### config.mk
export PLATFORM = sky130hd
export DESIGN_NAME = usb_hc_status
export DESIGN_NICKNAME = d
export VERILOG_FILES = /design/src/rtl/usb_hc_status_pkg.sv /design/src/rtl/usb_hc_evt_bank.sv /design/src/rtl/usb_hc_doorbell.sv /design/src/rtl/usb_hc_run_halt.sv /design/src/rtl/usb_hc_status.sv
export SDC_FILE = /design/constraint.sdc
export NUM_CORES = 1
export LEC_CHECK = 0
export BUFFER_PORTS_ARGS = -buffer_cell sky130_fd_sc_hd__buf_2
export CAP_MARGIN = 20
export CORE_MARGIN = 5
export CORE_UTILIZATION = 29
export DETAILED_ROUTE_END_ITERATION = 6
export PLACE_DENSITY = 0.78
export SLEW_MARGIN = 25
export SYNTH_ARGS = -nofsm -noshare
export SYNTH_HDL_FRONTEND = slang
export SYNTH_SLANG_ARGS = --single-unit
### constraint.sdc
create_clock -name clk -period 0.9 [get_ports clk]
set_input_delay 0.045 -clock clk [delete_from_list [all_inputs] [get_ports clk]]
set_output_delay 0.045 -clock clk [all_outputs]
set_load 0.01 [all_outputs]
### src/rtl/usb_hc_status_pkg.sv
package usb_hc_status_pkg;
   localparam int STS_W      = 32;
   localparam int EVT_W      = 6;
   localparam int POS_ADV    = 5;
   localparam int POS_SYSERR = 4;
   localparam int POS_HALT   = 12;
   localparam int POS_RECL   = 13;
   localparam int POS_PER    = 14;
   localparam int POS_ASYNC  = 15;
   localparam logic [STS_W-1:0] STS_RESET = 32'h0000_1000;
endpackage

### src/rtl/usb_hc_evt_bank.sv
module usb_hc_evt_bank #(
   parameter int N = 6
) (
   input  logic         clk,
   input  logic         rst_n,
   input  logic [N-1:0] set_i,
   input  logic [N-1:0] clr_i,
   output logic [N-1:0] flag_q
);
   generate
      if (N < 1) begin : g_bad_n
         $error("usb_hc_evt_bank: N must be at least 1");
      end
      for (genvar i = 0; i < N; i++) begin : g_bit
         always_ff @(posedge clk or negedge rst_n) begin
            if (!rst_n)        flag_q[i] <= 1'b0;
            else if (set_i[i]) flag_q[i] <= 1'b1;
            else if (clr_i[i]) flag_q[i] <= 1'b0;
         end


         w1c_clears_chk: assert property (@(posedge clk) disable iff (!rst_n)
            (clr_i[i] && !set_i[i]) |=> !flag_q[i]);

         set_wins_chk: assert property (@(posedge clk) disable iff (!rst_n)
            set_i[i] |=> flag_q[i]);
      end
   endgenerate
endmodule

### src/rtl/usb_hc_doorbell.sv
module usb_hc_doorbell (
   input  logic clk,
   input  logic rst_n,
   input  logic doorbell_set,
   input  logic sched_advance,
   output logic adv_hit,
   output logic pend_q
);
   assign adv_hit = sched_advance & pend_q;

   always_ff @(posedge clk or negedge rst_n) begin
      if (!rst_n)            pend_q <= 1'b0;
      else if (doorbell_set) pend_q <= 1'b1;
      else if (sched_advance) pend_q <= 1'b0;
   end


   pend_holds_chk: assert property (@(posedge clk) disable iff (!rst_n)
      (pend_q && !sched_advance) |=> pend_q);

   pend_consumed_chk: assert property (@(posedge clk) disable iff (!rst_n)
      (pend_q && sched_advance && !doorbell_set) |=> !pend_q);
endmodule

### src/rtl/usb_hc_run_halt.sv
module usb_hc_run_halt #(
   parameter bit REG_MIRROR = 1'b1
) (
   input  logic       clk,
   input  logic       rst_n,
   input  logic       run_cmd,
   input  logic       eng_halted,
   input  logic       mem_rd_fail,
   input  logic [2:0] eng_state,
   output logic       halted_q,
   output logic       run_clear_q,
   output logic [2:0] mirror
);
   always_ff @(posedge clk or negedge rst_n) begin
      if (!rst_n) begin
         halted_q    <= 1'b1;
         run_clear_q <= 1'b0;
      end else begin
         run_clear_q <= mem_rd_fail;
         if (run_cmd)         halted_q <= 1'b0;
         else if (eng_halted) halted_q <= 1'b1;
      end
   end

   generate
      if (REG_MIRROR) begin : g_reg
         logic [2:0] mirror_q;
         always_ff @(posedge clk or negedge rst_n) begin
            if (!rst_n) mirror_q <= '0;
            else        mirror_q <= eng_state;
         end
         assign mirror = mirror_q;
      end else begin : g_comb
         assign mirror = eng_state;
      end
   endgenerate


   halt_clears_chk: assert property (@(posedge clk) disable iff (!rst_n)
      run_cmd |=> !halted_q);

   halt_sets_chk: assert property (@(posedge clk) disable iff (!rst_n)
      (!run_cmd && eng_halted) |=> halted_q);

   run_clear_pulse_chk: assert property (@(posedge clk) disable iff (!rst_n)
      mem_rd_fail |=> run_clear_q);
endmodule

### src/rtl/usb_hc_status.sv
module usb_hc_status
   import usb_hc_status_pkg::*;
#(
   parameter int AUX_EVT    = 4,
   parameter bit REG_MIRROR = 1'b1
) (
   input  logic                 clk,
   input  logic                 rst_n,
   input  logic                 reg_wr,
   input  logic [STS_W-1:0]     reg_wdata,
   input  logic                 run_cmd,
   input  logic                 doorbell_set,
   input  logic                 eng_halted,
   input  logic                 eng_async_on,
   input  logic                 eng_periodic_on,
   input  logic                 eng_reclaim,
   input  logic                 sched_advance,
   input  logic                 mem_rd_fail,
   input  logic [AUX_EVT-1:0]   aux_evt,
   input  logic [EVT_W-1:0]     irq_en,
   output logic [STS_W-1:0]     reg_rdata,
   output logic                 doorbell_pend,
   output logic                 run_clear,
   output logic                 irq
);
   localparam int NEVT = AUX_EVT + 2;

   generate
      if (NEVT != EVT_W) begin : g_bad_aux
         $error("usb_hc_status: AUX_EVT must leave bits 5:4 for advance and error");
      end
   endgenerate

   logic            adv_hit;
   logic            halted_q;
   logic [2:0]      mirror;
   logic [NEVT-1:0] evt_set, evt_clr, evt_q;
   logic            irq_q;

   usb_hc_doorbell u_bell (
      .clk           (clk),
      .rst_n         (rst_n),
      .doorbell_set  (doorbell_set),
      .sched_advance (sched_advance),
      .adv_hit       (adv_hit),
      .pend_q        (doorbell_pend)
   );

   usb_hc_run_halt #(.REG_MIRROR(REG_MIRROR)) u_run (
      .clk         (clk),
      .rst_n       (rst_n),
      .run_cmd     (run_cmd),
      .eng_halted  (eng_halted),
      .mem_rd_fail (mem_rd_fail),
      .eng_state   ({eng_async_on, eng_periodic_on, eng_reclaim}),
      .halted_q    (halted_q),
      .run_clear_q (run_clear),
      .mirror      (mirror)
   );

   assign evt_set = {adv_hit, mem_rd_fail, aux_evt};
   assign evt_clr = reg_wr ? reg_wdata[NEVT-1:0] : '0;

   usb_hc_evt_bank #(.N(NEVT)) u_evt (
      .clk    (clk),
      .rst_n  (rst_n),
      .set_i  (evt_set),
      .clr_i  (evt_clr),
      .flag_q (evt_q)
   );

   always_ff @(posedge clk or negedge rst_n) begin
      if (!rst_n) irq_q <= 1'b0;
      else        irq_q <= |(evt_q & irq_en);
   end
   assign irq = irq_q;

   always_comb begin
      reg_rdata                     = '0;
      reg_rdata[NEVT-1:0]           = evt_q;
      reg_rdata[POS_HALT]           = halted_q;
      reg_rdata[POS_ASYNC:POS_RECL] = mirror;
   end


   reserved_zero_chk: assert property (@(posedge clk) disable iff (!rst_n)
      (reg_rdata[31:16] == '0) && (reg_rdata[11:6] == '0));

   adv_needs_bell_chk: assert property (@(posedge clk) disable iff (!rst_n)
      (sched_advance && !doorbell_pend && !reg_rdata[POS_ADV]) |=> !reg_rdata[POS_ADV]);

   syserr_sets_chk: assert property (@(posedge clk) disable iff (!rst_n)
      mem_rd_fail |=> reg_rdata[POS_SYSERR]);

   irq_syserr_chk: assert property (@(posedge clk) disable iff (!rst_n)
      (reg_rdata[POS_SYSERR] && irq_en[POS_SYSERR]) |=> irq);
endmodule

==> flow_metrics.py <==
metrics = {
    "placement": {
        "io_buffers": 39,
        "gp_congestion": 0.7131,
        "hpwl_mm": 1.181,
        "dp_slack_ps": 81.10,
        "dpl_cell_area_um2": 753.2,
    },
    "timing": {
        "max_freq_mhz": 1048,
        "skew_ps": 2.012,
        "hold_violations": 0,
        "rsz0062_at_grt": "yes",
        "finalCritPeriodShare_pct": 106.0,
        "slew_viol_final": 0,
        "fin_crit_ps": 954.0,
        "setup-violations-final": 1,
        "final.setup.tns_ps": -54.04,
        "setup_slack_ps": -54.04,
    },
    "logic_synthesis": {
        "synth-adder-area-share_pct": 0,
        "synth.avg_cell_area_um2": 10.84,
        "ys_ff_latch": 13,
        "synth-seq-area-share_pct": 52.83,
        "synth_top_family_by_area": "buffers and inverters",
        "yosys_warnings": 0,
        "synth_cells": 57,
        "yosys.area_share.simple_pct": 5.668,
        "synthMuxAreaShare_pct": 0,
        "ys_types": 11,
        "netlist_area_um2": 618.1,
        "synth_compound_area_share_pct": 12.35,
        "synth_xor_area_share_pct": 0,
    },
    "floorplan": {
        "row_count": 16,
        "die_x_um": 56.17,
        "boundaryPins": 88,
        "start_util_pct": 30.88,
        "core_um2": 2002,
        "die_area_um2": 3155,
        "die_h_um": 56.17,
    },
    "grt": {
        "grt_pass1_wl_mm": 2.435,
        "antenna_found_initial": 0,
        "overflow": 0,
        "grt_use_total_pct": 9.919,
        "grt_max_degree": 14,
        "grt_pass1_vias": 559,
    },
    "worst_setup_path": {
        "path_max_fanout": 2,
        "critPathLaunch": "u_run.halted_q",
        "start_kind": "flop",
        "crit_chain": "buf_6",
        "cp.required_ps": 850,
        "critPathArrivalTime_ps": 910,
        "cp-end-kind": "output port",
        "cp_slowest_cell": "dfstp_2",
        "crit_family": "flip-flops",
        "critPathMaxStageDelay_ps": 540,
        "reg2reg_from": "u_bell.pend_q",
        "worstSetupPathType": "reg2out",
        "cp_num_buf_inv": 1,
    },
    "cells_and_area": {
        "layout_common_cells": "38 x buf_2, 22 x conb_1, 15 x dlygate4sd3_1",
        "num_antenna_cells": 0,
        "mostFrequentLayoutCell": "buf_2",
        "drive_above_1_share_pct": 40.00,
        "area_growth_pct": 54.05,
        "fin_area_um2": 952.2,
        "fin_nets": 169,
    },
    "run_status": {
        "outcome": "finished, violations left",
        "violations": "negative setup slack",
    },
    "clock_tree": {
        "cts_buffers": 3,
        "clk_pin_slew_ps": 80,
        "cts_root_buf": "clkbuf_4",
        "clkLatencyLatePin_ps": 270,
        "htreeDepth": 1,
        "clock_tree.buffer_depth": 2,
        "tritoncts": "built",
        "cts_sinks": 13,
    },
    "detailed_routing": {
        "avgViaCountPerCell": 3.754,
        "drc_errors": 0,
        "wl_per_cell_um": 10.64,
        "ant_nets": 0,
        "first_pass_iters": 2,
        "num_vias": 533,
        "drt_wl_total_mm": 1.511,
        "dr.first_iter.drc_count": 15,
    },
    "min_path": {
        "holdCritStartpoint": "irq_en[3]",
        "hold_class": "in2reg",
    },
    "power": {
        "p_leak_nw": 0.5086,
        "ir_drop_mv": 0.4991,
        "cellPowerDensity_nw_per_um2": 1343,
    },
    "job": {
        "maxCapViolCount": 0,
    },
}
[worst paths after layout]
path	endpoint	slack, ps	cells after the start
max in group asynchronous	u_run.halted_q	430	2
setup / recovery	reg_rdata[12]	-50	1
hold / removal	irq	10	3
min in group asynchronous	u_evt.flag_q[5]	190	2
hold reg to reg	u_run.halted_q	510	2
setup reg to reg	u_evt.flag_q[5]	70	2
[metrics by stage]
| step | utilization [%] | instances | hold WS [ps] | power [mW] |
|---|---|---|---|---|
| 2_1_floorplan | - | 78 | -250.6 | 0.8251 |
| 3_5_place_dp | 37.63 | 121 | -54.50 | 0.8664 |
| 3_3_place_gp | 37.63 | 121 | -59.85 | 0.8617 |
| 6_report | 47.56 | 142 | 12.50 | 1.278 |
| 4_1_cts | 46.31 | 139 | 1.163 | 1.288 |
| 5_1_grt | 47.56 | 142 | 9.102 | 1.374 |
[layout make-up]
class / count / area [um^2]
multi-input cells: 41 / 193.9
clock inverters: 1 / 5.005
well taps: 27 / 33.78
fillers: 205 / 1050
repair buffers: 56 / 366.6
clock buffers: 3 / 22.52
flip-flops and latches: 13 / 326.6
inverters: 1 / 3.754
[cells in the mapped netlist]
master | count | share of area, %
a21o_1 | 6 | 7.3
inv_1 | 1 | 0.61
dfrtp_1 | 12 | 49
conb_1 | 1 | 0.61
nand3_1 | 1 | 0.81
buf_4 | 23 | 28
nor2_1 | 2 | 1.2
dfstp_2 | 1 | 4.3
a22o_1 | 1 | 1.4
nand2_1 | 6 | 3.6
a22oi_1 | 3 | 3.6
[sequential cells by signal (all words and copies together), names as in the netlist]
signal             count
u_bell.pend_q          1
u_evt.flag_q           6
irq                    1
u_run.halted_q         1
u_run.mirror           3
u_run.run_clear_q      1
[power by group]
part	internal [mW]	total [mW]	switching, mW
combinational	0.142	0.273	0.131
sequential	0.623	0.644	0.0208
clock	0.164	0.362	0.197
total	0.929	1.28	0.349
[per-layer routing]
layer  global-route usage, %  share of wire [%]  vias up
met5                       0                  0        -
met2                   18.20                 53       37
met1                   9.490                 35      239
li1                        -                  -      257
met4                   5.085                  0        0
met3                   3.712                 12        0
[cell families after synthesis]
kind of cell,count (synthesis)
compound gates,10
other cells,1
buf+inv,24
simple gates,9
flops,13
[what timing repair did]
item / 4_1_cts / 5_1_grt
endpoints found under the hold margin: 25 / 1
buffers inserted: 0 / 2
resized for setup: 1 / 0
hold buffers: 14 / 1
pin swaps: 0 / 0
endpoints found under the setup margin: 1 / 8
Power figures use the tool's default switching activity.
